**config.mk**
```make
export PLATFORM = sky130hd
export DESIGN_NAME = tpg_top
export DESIGN_NICKNAME = d
export VERILOG_FILES = /design/src/rtl/tpg_pkg.sv /design/src/rtl/tpg_count.sv /design/src/rtl/tpg_johnson.sv /design/src/rtl/tpg_walk.sv /design/src/rtl/tpg_checker.sv /design/src/rtl/tpg_top.sv
export SDC_FILE = /design/constraint.sdc
export NUM_CORES = 1
export LEC_CHECK = 0
export BUFFER_PORTS_ARGS = -buffer_cell sky130_fd_sc_hd__buf_4
export CAP_MARGIN = 10
export CELL_PAD_IN_SITES_DETAIL_PLACEMENT = 0
export CELL_PAD_IN_SITES_GLOBAL_PLACEMENT = 1
export CORE_UTILIZATION = 45
export DETAILED_ROUTE_END_ITERATION = 10
export GPL_TIMING_DRIVEN = 0
export PLACE_DENSITY_LB_ADDON = 0.1
export SETUP_SLACK_MARGIN = 0.3
export SYNTH_ARGS = -nofsm -noshare
export SYNTH_HDL_FRONTEND = slang
export SYNTH_SLANG_ARGS = --single-unit
```
**constraint.sdc**
```tcl
create_clock -name clk -period 1.94 [get_ports clk]
set_clock_uncertainty 0.15 [all_clocks]
set_input_delay 0.097 -clock clk [delete_from_list [all_inputs] [get_ports clk]]
set_output_delay 0.097 -clock clk [all_outputs]
set_load 0.01 [all_outputs]
```
**src/rtl/tpg_pkg.sv**
```systemverilog
package tpg_pkg;
  localparam int MODE_W = 3;

  typedef enum logic [MODE_W-1:0] {
    MODE_BIN   = 3'd0,
    MODE_JOHN  = 3'd1,
    MODE_GRAY  = 3'd2,
    MODE_WALK1 = 3'd3,
    MODE_WALK0 = 3'd4,
    MODE_CHECK = 3'd5
  } tpg_mode_e;
endpackage

```
**src/rtl/tpg_count.sv**
```systemverilog
// Binary up-counter with a Gray-coded view of the same count.
module tpg_count #(
  parameter int WIDTH = 8
) (
  input  logic             clk,
  input  logic             rst,
  input  logic             clear,
  input  logic             advance,
  output logic [WIDTH-1:0] bin_o,
  output logic [WIDTH-1:0] gray_o
);
  function automatic logic [WIDTH-1:0] to_gray(input logic [WIDTH-1:0] b);
    return b ^ (b >> 1);
  endfunction

  logic [WIDTH-1:0] cnt_q;

  always_ff @(posedge clk) begin
    if (rst || clear)  cnt_q <= '0;
    else if (advance)  cnt_q <= cnt_q + 1'b1;
  end

  assign bin_o  = cnt_q;
  assign gray_o = to_gray(cnt_q);

  // one step adds exactly one (modulo the width)
  p_bin_step_r3: assert property (@(posedge clk) disable iff (rst)
    (advance && !clear) |=> bin_o == $past(bin_o) + 1'b1);

  // Gray view changes exactly one bit per step
  p_gray_onebit_r5: assert property (@(posedge clk) disable iff (rst)
    (advance && !clear) |=> $countones(gray_o ^ $past(gray_o)) == 1);
endmodule

```
**src/rtl/tpg_johnson.sv**
```systemverilog
// Twisted-ring counter: 2*WIDTH states.
module tpg_johnson #(
  parameter int WIDTH = 8
) (
  input  logic             clk,
  input  logic             rst,
  input  logic             clear,
  input  logic             advance,
  output logic [WIDTH-1:0] ring_o
);
  logic [WIDTH-1:0] ring_q;

  always_ff @(posedge clk) begin
    if (rst || clear)  ring_q <= '0;
    else if (advance)  ring_q <= {ring_q[WIDTH-2:0], ~ring_q[WIDTH-1]};
  end

  assign ring_o = ring_q;

  // bit 0 takes the inverted old MSB
  p_john_feed_r4: assert property (@(posedge clk) disable iff (rst)
    (advance && !clear) |=> ring_o[0] == !$past(ring_o[WIDTH-1]));

  // the remaining bits move one place up
  p_john_shift_r4: assert property (@(posedge clk) disable iff (rst)
    (advance && !clear) |=> ring_o[WIDTH-1:1] == $past(ring_o[WIDTH-2:0]));
endmodule

```
**src/rtl/tpg_walk.sv**
```systemverilog
// Rotating single-bit marker; ACTIVE_LOW picks the walking-zeros view.
module tpg_walk #(
  parameter int WIDTH      = 8,
  parameter bit ACTIVE_LOW = 1'b0
) (
  input  logic             clk,
  input  logic             rst,
  input  logic             clear,
  input  logic             advance,
  output logic [WIDTH-1:0] walk_o
);
  localparam logic [WIDTH-1:0] SEED = WIDTH'(1);

  logic [WIDTH-1:0] hot_q;

  always_ff @(posedge clk) begin
    if (rst || clear)  hot_q <= SEED;
    else if (advance)  hot_q <= {hot_q[WIDTH-2:0], hot_q[WIDTH-1]};
  end

  generate
    if (ACTIVE_LOW) begin : g_zeros
      assign walk_o = ~hot_q;
    end else begin : g_ones
      assign walk_o = hot_q;
    end
  endgenerate

  // exactly one marker bit at all times
  p_walk_onehot_r6: assert property (@(posedge clk) disable iff (rst)
    $countones(hot_q) == 1);

  // the marker wraps from the MSB to bit 0
  p_walk_wrap_r7: assert property (@(posedge clk) disable iff (rst)
    (advance && !clear && hot_q[WIDTH-1]) |=> hot_q[0]);
endmodule

```
**src/rtl/tpg_checker.sv**
```systemverilog
// Alternating checkerboard word.
module tpg_checker #(
  parameter int WIDTH = 8
) (
  input  logic             clk,
  input  logic             rst,
  input  logic             clear,
  input  logic             advance,
  output logic [WIDTH-1:0] board_o
);
  logic phase_q;

  always_ff @(posedge clk) begin
    if (rst || clear)  phase_q <= 1'b0;
    else if (advance)  phase_q <= ~phase_q;
  end

  generate
    for (genvar i = 0; i < WIDTH; i++) begin : g_bit
      assign board_o[i] = phase_q ^ ((i % 2) == 0);
    end
  endgenerate

  // every step flips every bit
  p_check_flip_r8: assert property (@(posedge clk) disable iff (rst)
    (advance && !clear) |=> board_o == ~$past(board_o));
endmodule

```
**src/rtl/tpg_top.sv**
```systemverilog
module tpg_top #(
  parameter int WIDTH = 8
) (
  input  logic             clk,
  input  logic             rst,
  input  logic             enable,
  input  logic [2:0]       mode_sel,
  output logic [WIDTH-1:0] pattern
);
  import tpg_pkg::*;

  logic [MODE_W-1:0] mode_q;
  logic              mode_change;
  logic              step;
  logic [WIDTH-1:0]  bin_w, gray_w, john_w, w1_w, w0_w, chk_w;

  assign mode_change = (mode_sel != mode_q);
  assign step        = enable && !mode_change;

  always_ff @(posedge clk) begin
    if (rst) mode_q <= MODE_BIN;
    else     mode_q <= mode_sel;
  end

  tpg_count #(.WIDTH(WIDTH)) u_count (
    .clk(clk), .rst(rst), .clear(mode_change),
    .advance(step && (mode_q == MODE_BIN || mode_q == MODE_GRAY)),
    .bin_o(bin_w), .gray_o(gray_w));

  tpg_johnson #(.WIDTH(WIDTH)) u_john (
    .clk(clk), .rst(rst), .clear(mode_change),
    .advance(step && mode_q == MODE_JOHN), .ring_o(john_w));

  tpg_walk #(.WIDTH(WIDTH), .ACTIVE_LOW(1'b0)) u_walk1 (
    .clk(clk), .rst(rst), .clear(mode_change),
    .advance(step && mode_q == MODE_WALK1), .walk_o(w1_w));

  tpg_walk #(.WIDTH(WIDTH), .ACTIVE_LOW(1'b1)) u_walk0 (
    .clk(clk), .rst(rst), .clear(mode_change),
    .advance(step && mode_q == MODE_WALK0), .walk_o(w0_w));

  tpg_checker #(.WIDTH(WIDTH)) u_chk (
    .clk(clk), .rst(rst), .clear(mode_change),
    .advance(step && mode_q == MODE_CHECK), .board_o(chk_w));

  always_comb begin
    case (mode_q)
      MODE_BIN:   pattern = bin_w;
      MODE_JOHN:  pattern = john_w;
      MODE_GRAY:  pattern = gray_w;
      MODE_WALK1: pattern = w1_w;
      MODE_WALK0: pattern = w0_w;
      MODE_CHECK: pattern = chk_w;
      default:    pattern = '0;
    endcase
  end

  // idle clock leaves the word alone
  p_hold_r9: assert property (@(posedge clk) disable iff (rst)
    (!enable && !mode_change) |=> $stable(pattern));

  // switching to a counting mode starts from zero
  p_seed_zero_r2: assert property (@(posedge clk) disable iff (rst)
    (mode_change && mode_sel inside {3'd0, 3'd1, 3'd2}) |=> pattern == '0);

  // switching to walking ones starts with bit 0 set
  p_seed_walk_r2: assert property (@(posedge clk) disable iff (rst)
    (mode_change && mode_sel == 3'd3) |=> pattern == WIDTH'(1));

  // reset lands in binary mode with a zero word
  p_reset_r1: assert property (@(posedge clk)
    rst |=> (pattern == '0 && mode_q == MODE_BIN));
endmodule

```
; After elaboration in Yosys (flattened, before gate mapping)
; Index checks and enable logic that the tools add are counted.
[classes]
bitwise = 4
eq_ne = 6
mux = 1
reduce_logical = 10
n_addsub = 1
[op_table]
columns = op, n
row1 = $pmux 8 s6, 1
row2 = $add 8x1->8 const B, 1
row3 = $not 8->8, 1
row4 = $xor 8x7->8, 1
row5 = $eq 3x2->1 const B, 2
row6 = $eq 3x3->1 const B, 2
row7 = $logic_and 1x1->1, 6
row8 = $eq 3x1->1 const B, 1
row9 = $logic_not 3->1, 1
row10 = $ne 3x3->1, 1
row11 = $logic_or 1x1->1, 2
row12 = $not 1->1, 2
row13 = $logic_not 1->1, 1
[word_totals]
input_bits = 6
register_bits = 36
out_inout_bits = 8

; Logic depth before layout (Yosys ltp)
; Gate-level depths: netlist of run 1.
[logic_depth]
depth_word = 4
ltp_mapped = 6
mapped_depth_nobuf = 5

; Cells and area by module
; Synthesis of run 1 repeated with hierarchy kept, for this count alone.
[hier_totals]
hier_cells = 214
area_unflattened_um2 = 2078.2
[modules_own_cells]
columns = mod, n_inst, area_per_inst_um2, cells_each
row1 = tpg_top, 1, 655.6, 70
row2 = tpg_count, 1, 419.2, 42
row3 = tpg_walk at u_walk0, 1, 320.3, 36
row4 = tpg_johnson, 1, 294.0, 28
row5 = tpg_walk at u_walk1, 1, 294.0, 27
row6 = tpg_checker, 1, 95.1, 11

; Worst setup path before layout of run 1
; Ideal clock, no wire load.
[synth_timing]
path_kind = register -> register
startpoint = reg mode_q[0]
endpoint = reg u_walk0.hot_q[0]
slack_ns = 0.265
path_buffers = 2
synth_period_minus_slack_ns = 1.675
path_stages_with_launch = 6
arrival_ns = 1.405
path_cell_list = dfxtp_1 -> buf_2 -> xor2_1 -> or4_1 -> buf_2 -> a211o_1
[synth_between]
elab_chain_cells = 4
elab_cells_between_ends = 6
classes_between = eq/ne (2) / reduce/logical (4)
[synth_rtl]
columns = item, line_no
row1 = from (decl), tpg_top.sv:12  ; logic [MODE_W-1:0] mode_q;
row2 = from (signal assigned), tpg_top.sv:22  ; else mode_q <= mode_sel;
row3 = $ne 3x3->1, tpg_top.sv:17  ; assign mode_change = (mode_sel != mode_q);
row4 = $logic_not 1->1, tpg_top.sv:18  ; assign step = enable && !mode_change;
row5 = $logic_and 1x1->1, tpg_top.sv:18
row6 = $logic_and 1x1->1, tpg_top.sv:40  ; .advance(step && mode_q == MODE_WALK0), .walk_o(w0_w));
row7 = to (signal assigned), tpg_walk.sv:18  ; else if (advance) hot_q <= {hot_q[WIDTH-2:0], hot_q[WIDTH-1]};
row8 = to (decl), tpg_walk.sv:14  ; logic [WIDTH-1:0] hot_q;
; Parallel ways exist; a longest one is shown, timed or not.
; A chain may end at the register's enable or synchronous reset.

; Worst setup path after layout of run 1
[layout_timing]
startpoint = reg mode_q[2]
endpoint = out pattern[2]
[layout_between]
elab_chain_cells = 2
elab_cells_between_ends = 7
classes_between = eq/ne (5) / mux (1) / reduce/logical (1)
[layout_rtl]
columns = item, line_no
row1 = "$eq 3x3->1, or another cell as far along", tpg_top.sv:47  ; case (mode_q)
row2 = $pmux 8 s6 *, tpg_top.sv:47
row3 = to (decl), tpg_top.sv:8  ; output logic [WIDTH-1:0] pattern
; Every way passes the cells marked *; elsewhere a longest branch is shown, timed or not.

==> impl_metrics.json, run 1 <==
{
  "outcome": "completed",
  "initial_core_util": 0.470,
  "synth_flop_cell": "dfxtp_1",
  "synthXorXnorAreaFrac": 0.0513,
  "synth-seq-cells": 36,
  "postSynthCellCount": 217,
  "syn_to_final_growth_pct": 54.6,
  "grt_pass1_wl_mm": 8.49,
  "io_buffer_count": 13,
  "reg2reg_setup_slack_ns": 0.16,
  "vdd_drop_max_mv": 0.416,
  "min_to": "u_chk.phase_q",
  "setup_tns_ns": 0,
  "die_h_um": 66.6,
  "fin_crit_sh": 0.973,
  "min_period_ns": 1.89,
  "insertion_delay_ns": 0.29,
  "die_area_um2": 4440,
  "clock_sinks": 36,
  "antenna_found_initial": 0,
  "vias": 1744,
  "cp-end-kind": "output port",
  "maxCapViolCount": 0,
  "synth.net_count": 229,
  "cp_max_fo": 5,
  "whs_path_depth": 4,
  "clock_path_buffers": 2,
  "drv_slew": 0,
  "routed_wl_mm": 5.73,
  "fin_nets": 281,
  "placeableCoreArea_um2": 4000,
  "timing.hold.ws_ns": 0.0974,
  "numCtsBuffers": 5,
  "hold_viol": 0,
  "leakage_nw": 1.03,
  "p_per_area_nw_per_um2": 536,
  "tritoncts": "done",
  "hp-start": "enable",
  "yosys.area.top_type": "dfxtp_1",
  "yosys.area_share.simple": 0.212,
  "worst-r2r-cell-count": 6,
  "die_x_um": 66.6,
  "cp-start-kind": "flop",
  "r2r-end": "u_john.ring_o[0]",
  "synth_area_per_cell_um2": 8.66,
  "synth-edff-count": 0,
  "synth_fa_ha_area_frac": 0.0399,
  "globalplace.congestion": 0.830,
  "htreeDepth": 2,
  "drtPass1Iterations": 4,
  "drc": 0,
  "cts-root-buf": "clkbuf_8",
  "yosysWarningCount": 0,
  "finalWorstSetupSlack_ns": 0.0520,
  "placed_cell_area_um2": 2040,
  "synth_top_area_share": 0.383,
  "synth.area.top_cells": "dfxtp_1, nand2_1, a21oi_2",
  "drtIter0Drc": 151,
  "clk_pin_slew_ns": 0.07,
  "place.detailed.hpwl_mm": 3.25,
  "tightest_slew_ns": 0.327,
  "ys_async_sr_fraction": 0,
  "required_ns": 1.69,
  "post-place-ws_ns": -0.0374,
  "syn_area_um2": 1880,
  "clock.fmax_ghz": 0.530,
  "vias_per_cell": 5.45,
  "drive_gt1_frac": 0.504,
  "overflow": 0,
  "synth_top_family_by_area": "simple AND/OR/NAND/NOR gates",
  "io-pin-count": 14,
  "rsz0062_at_grt": "true",
  "wl_per_cell_um": 17.9,
  "relSlewSlack": 0.781,
  "diodes": 0,
  "grt_pass1_vias": 1739,
  "grt_start_max_net_pins": 11,
  "p_total_mw": 1.56,
  "final_cell_area_um2": 2910,
  "ys_types": 34,
  "track_usage": 0.263,
  "ant_nets": 0,
  "synth_compound_area_frac": 0.161,
  "synth_mux_area_frac": 0.0959,
  "holdCritPathClass": "primary input to flop",
  "setup_viol": 0,
  "worstSetupPathType": "flop to output port",
  "rows": 23,
  "yosysSeqAreaShare": 0.383,
  "worstPathArrival_ns": 1.64,
  "reg2reg_from": "mode_q[2]"
}
## layout make-up
cell class	count	area [um2]
multi-input cells	163	1330
fillers	277	1090
clock buffers	8	90.1
flip-flops and latches	36	751
plain buffers	15	188
well taps	50	62.6
inverters	3	11.3
repair buffers	45	473
## layout by cell type (no fill, tap or decap), types with 3 or more instances in the layout
cell / n
nand2_1: 37
buf_4: 31
dfxtp_1: 26
a21oi_2: 14
nor2_1: 10
nor2_4: 9
buf_6: 8
clkbuf_8: 8
xor2_1: 8
nand3_1: 7
dfxtp_4: 7
mux2i_1: 6
nor2b_1: 6
ha_4: 6
buf_8: 5
a21oi_1: 5
nor2_2: 5
a22oi_2: 5
dlygate4sd3_1: 4
a211oi_2: 3
o21ai_1: 3
o22ai_1: 3
and3_1: 3
mux2i_2: 3
buf_16: 3
dfxtp_2: 3
## cells by family after synthesis
group | count (synthesis)
compound gates | 42
xor+xnor | 11
fa+ha+maj | 6
buf+inv | 18
flops | 36
mux | 15
simple gates | 89
## worst max-delay path by stage
stage / startpoint / to / slack, ns / cells past startpoint
3_3_place_gp: mode_q[0] / pattern[6] / -0.04 / 7
3_5_place_dp: mode_q[0] / pattern[6] / -0.04 / 7
4_1_cts: u_count.bin_o[1] / pattern[1] / 0.09 / 5
2_1_floorplan: mode_q[0] / u_walk0.hot_q[0] / 0.27 / 5
6_report: mode_q[2] / pattern[2] / 0.05 / 8
5_1_grt: mode_q[2] / pattern[6] / -0.02 / 7
## critical path: stages (launching register included)
cell and delay [ns]:
dfxtp_2 0.32, buf_6 0.11, buf_6 0.12, buf_8 0.12
nor2_2 0.04, a211oi_2 0.25, a21oi_1 0.10, o21ai_2 0.18
buf_6 0.12
## per-layer routing
metal	global-route usage	up-vias	share of wire
met1	0.319	843	0.44
met2	0.439	37	0.50
met3	0.0599	11	0.034
li1	-	853	-
met4	0.112	0	0.022
met5	0	-	0
## through the flow
step                      utilization  cells
after detailed placement        0.510    280
after CTS                       0.668    312
after global placement          0.510    280
final                           0.726    320
after global routing            0.726    320
after floorplan                     -    217
## cells in the mapped netlist (3+ instances only)
library cell,instances
and3_1,3
inv_1,3
buf_2,6
nand2_1,39
nor2_1,24
o21ai_0,5
mux2_2,4
nor2b_1,7
ha_1,6
o22ai_1,4
dfxtp_1,36
xor2_1,9
mux2i_1,9
a21oi_1,6
nand3_1,8
a211oi_1,3
a21oi_2,14
buf_6,4
a22oi_1,5
clkbuf_1,5
## report_power, final
group | switching [mW] | leakage [nW] | internal [mW]
Sequential | 0.00403 | 0.297 | 0.735
Clock | 0.262 | 0.0455 | 0.290
Combinational | 0.126 | 0.691 | 0.141
Total | 0.392 | 1.03 | 1.17
## sequential cells by signal, summed over array words and instances, names as in the netlist
name            count
u_walk1.walk_o      8
mode_q              3
u_chk.phase_q       1
u_walk0.hot_q       8
u_count.bin_o       8
u_john.ring_o       8
## timing repair
action | in CTS | in global routing
endpoints found under the hold margin | 3 | 0
hold buffers | 4 | 0
gates cloned | 5 | 2
pin swaps | 27 | 11
endpoints found under the setup margin | 41 | 41
resized for setup | 77 | 42
buffers inserted | 15 | 6
Power figures use the tool's default switching activity.
==> run 2, diff against run 1 <==
ABC_AREA = 1   (was not set)
CORE_UTILIZATION = 43   (was 45)
==> impl_metrics.json, run 2 <==
{
  "outcome": "completed",
  "clk_pin_slew_ns": 0.07,
  "cp_max_fo": 8,
  "fin_crit_sh": 0.934,
  "grt_pass1_wl_mm": 9.03,
  "routed_wl_mm": 5.74,
  "overflow": 0,
  "die_area_um2": 5160,
  "maxCapViolCount": 0,
  "ys_async_sr_fraction": 0,
  "io-pin-count": 14,
  "yosysWarningCount": 0,
  "globalplace.congestion": 0.846,
  "drv_slew": 0,
  "p_seq_frac": 0.495,
  "clock.fmax_ghz": 0.552,
  "diodes": 0,
  "grt_start_max_net_pins": 11,
  "intPower_mw": 1.09,
  "synth_top_area_share": 0.343,
  "insertion_delay_ns": 0.29,
  "p_per_area_nw_per_um2": 524,
  "yosys.area.top_type": "dfxtp_1",
  "synth.area.top_cells": "dfxtp_1, nand2_1, inv_1",
  "synth.net_count": 326,
  "vias_per_cell": 5.00,
  "yosysSeqAreaShare": 0.343,
  "setup_tns_ns": 0,
  "vdd_drop_max_mv": 0.402,
  "setup_viol": 0,
  "holdCritPathClass": "primary input to flop",
  "hold_viol": 0,
  "cts-root-buf": "clkbuf_8",
  "htreeDepth": 2,
  "tightest_slew_ns": 0.324,
  "syn_to_final_growth_pct": 36.7,
  "numCtsBuffers": 5,
  "synth_area_per_cell_um2": 6.68,
  "synth_most_common_cell": "nand2_1",
  "min_period_ns": 1.81,
  "sw_frac_of_total": 0.277,
  "drtIter0Drc": 85,
  "io_buffer_count": 13,
  "antenna_found_initial": 0,
  "die_h_um": 71.9,
  "worstPathArrival_ns": 1.56,
  "cp-start-kind": "flop",
  "power_frac_comb": 0.163,
  "syn_area_um2": 2100,
  "relSlewSlack": 0.781,
  "vias": 2123,
  "placeableCoreArea_um2": 4720,
  "grt_pass1_vias": 1817,
  "required_ns": 1.69,
  "ys_top_cells_by_count": "nand2_1, inv_1, nor2_1",
  "n_fill_cell": 459,
  "place.detailed.hpwl_mm": 3.88,
  "worstSetupPathType": "flop to output port",
  "synth-edff-count": 0,
  "tritoncts": "done",
  "cp-end-kind": "output port",
  "p_total_mw": 1.50,
  "track_usage": 0.232,
  "initial_core_util": 0.444,
  "final_cell_mix": "nand2_1, inv_1, nor2_1, buf_4, dfxtp_1",
  "wl_per_cell_um": 13.5,
  "fin_nets": 370,
  "switchingPower_mw": 0.416,
  "drive_gt1_frac": 0.327,
  "drtPass1Iterations": 4,
  "die_x_um": 71.9,
  "ant_nets": 0,
  "synth_flop_cell": "dfxtp_1",
  "drc": 0,
  "p_clk_frac": 0.342,
  "synth-seq-cells": 36,
  "clock_path_buffers": 2,
  "clock_sinks": 36,
  "ys_types": 35,
  "postSynthCellCount": 314,
  "final_common_cell": "nand2_1",
  "rows": 25,
  "rsz0062_at_grt": "true",
  "leakage_nw": 1.19
}
run 2: worst paths after layout:
kind	start	to	slack, ns	cells past startpoint
setup reg to reg	mode_q[0]	u_john.ring_o[3]	0.24	9
hold / removal	enable	u_john.ring_o[0]	0.08	3
hold reg to reg	u_walk1.walk_o[7]	u_walk1.walk_o[0]	0.34	2
setup / recovery	mode_q[2]	pattern[7]	0.13	7
run 2: per-stage QoR:
stage / worst slack (ns) / util / hold slack (ns) / instance area (um2) / instances
floorplan: 0.418 / - / 0.0182 / 2100 / 314
global placement: -0.0827 / 0.483 / 0.143 / 2280 / 394
detailed placement: -0.0864 / 0.483 / 0.146 / 2280 / 394
CTS: 0.0978 / 0.557 / 0.0625 / 2630 / 417
global route: 0.0634 / 0.607 / 0.0844 / 2870 / 425
finish: 0.128 / 0.607 / 0.0778 / 2870 / 425
run 2: layout make-up:
class | instances | area [um2] | share of cell area
sequential | 36 | 739 | 0.258
buffer | 9 | 104 | 0.0362
clock inverter | 1 | 5.00 | 0.00174
multi-input combinational | 220 | 1330 | 0.464
tap | 67 | 83.8 | 0.0292
timing repair buffer | 37 | 320 | 0.112
inverter | 49 | 211 | 0.0737
clock buffer | 6 | 72.6 | 0.0253
run 2: power groups by stage:
stage               Combinational [mW]  Sequential, mW  Clock [mW]
floorplan                        0.105           0.762           0
global placement                 0.160           0.762           0
detailed placement               0.160           0.762           0
CTS                              0.206           0.746       0.526
global route                     0.264           0.745       0.561
finish                           0.245           0.745       0.514
run 2: worst max-delay path: stages (launching register included):
cell and delay [ns]:
dfxtp_2 0.33, buf_12 0.14, nor3_4 0.29, inv_2 0.10, nor2_4 0.10, nor2_2 0.05, o211ai_1 0.10, buf_4 0.16
run 2: cell families (layout without fill, tap and decap cells):
family,Yosys count,count (layout),synth area share
buf+inv,58,102,0.120
simple gates,173,173,0.376
xor+xnor,5,5,0.0245
fa+ha+maj,6,6,0.0358
flops,36,36,0.343
compound gates,36,36,0.101
run 2: routing by layer:
metal | up-vias | share of wire | track usage
met3 | 9 | 0.032 | 0.0450
met5 | - | 0 | 0
met1 | 989 | 0.48 | 0.323
li1 | 1097 | - | -
met2 | 28 | 0.47 | 0.357
met4 | 0 | 0.018 | 0.0806
run 2: what timing repair did:
action,4_1_cts,5_1_grt
endpoints found under the setup margin,27,41
endpoints found under the hold margin,3,0
hold buffers,4,0
gates resized for setup,49,49
buffers inserted,11,7
gates cloned,1,1
pin swaps,9,19
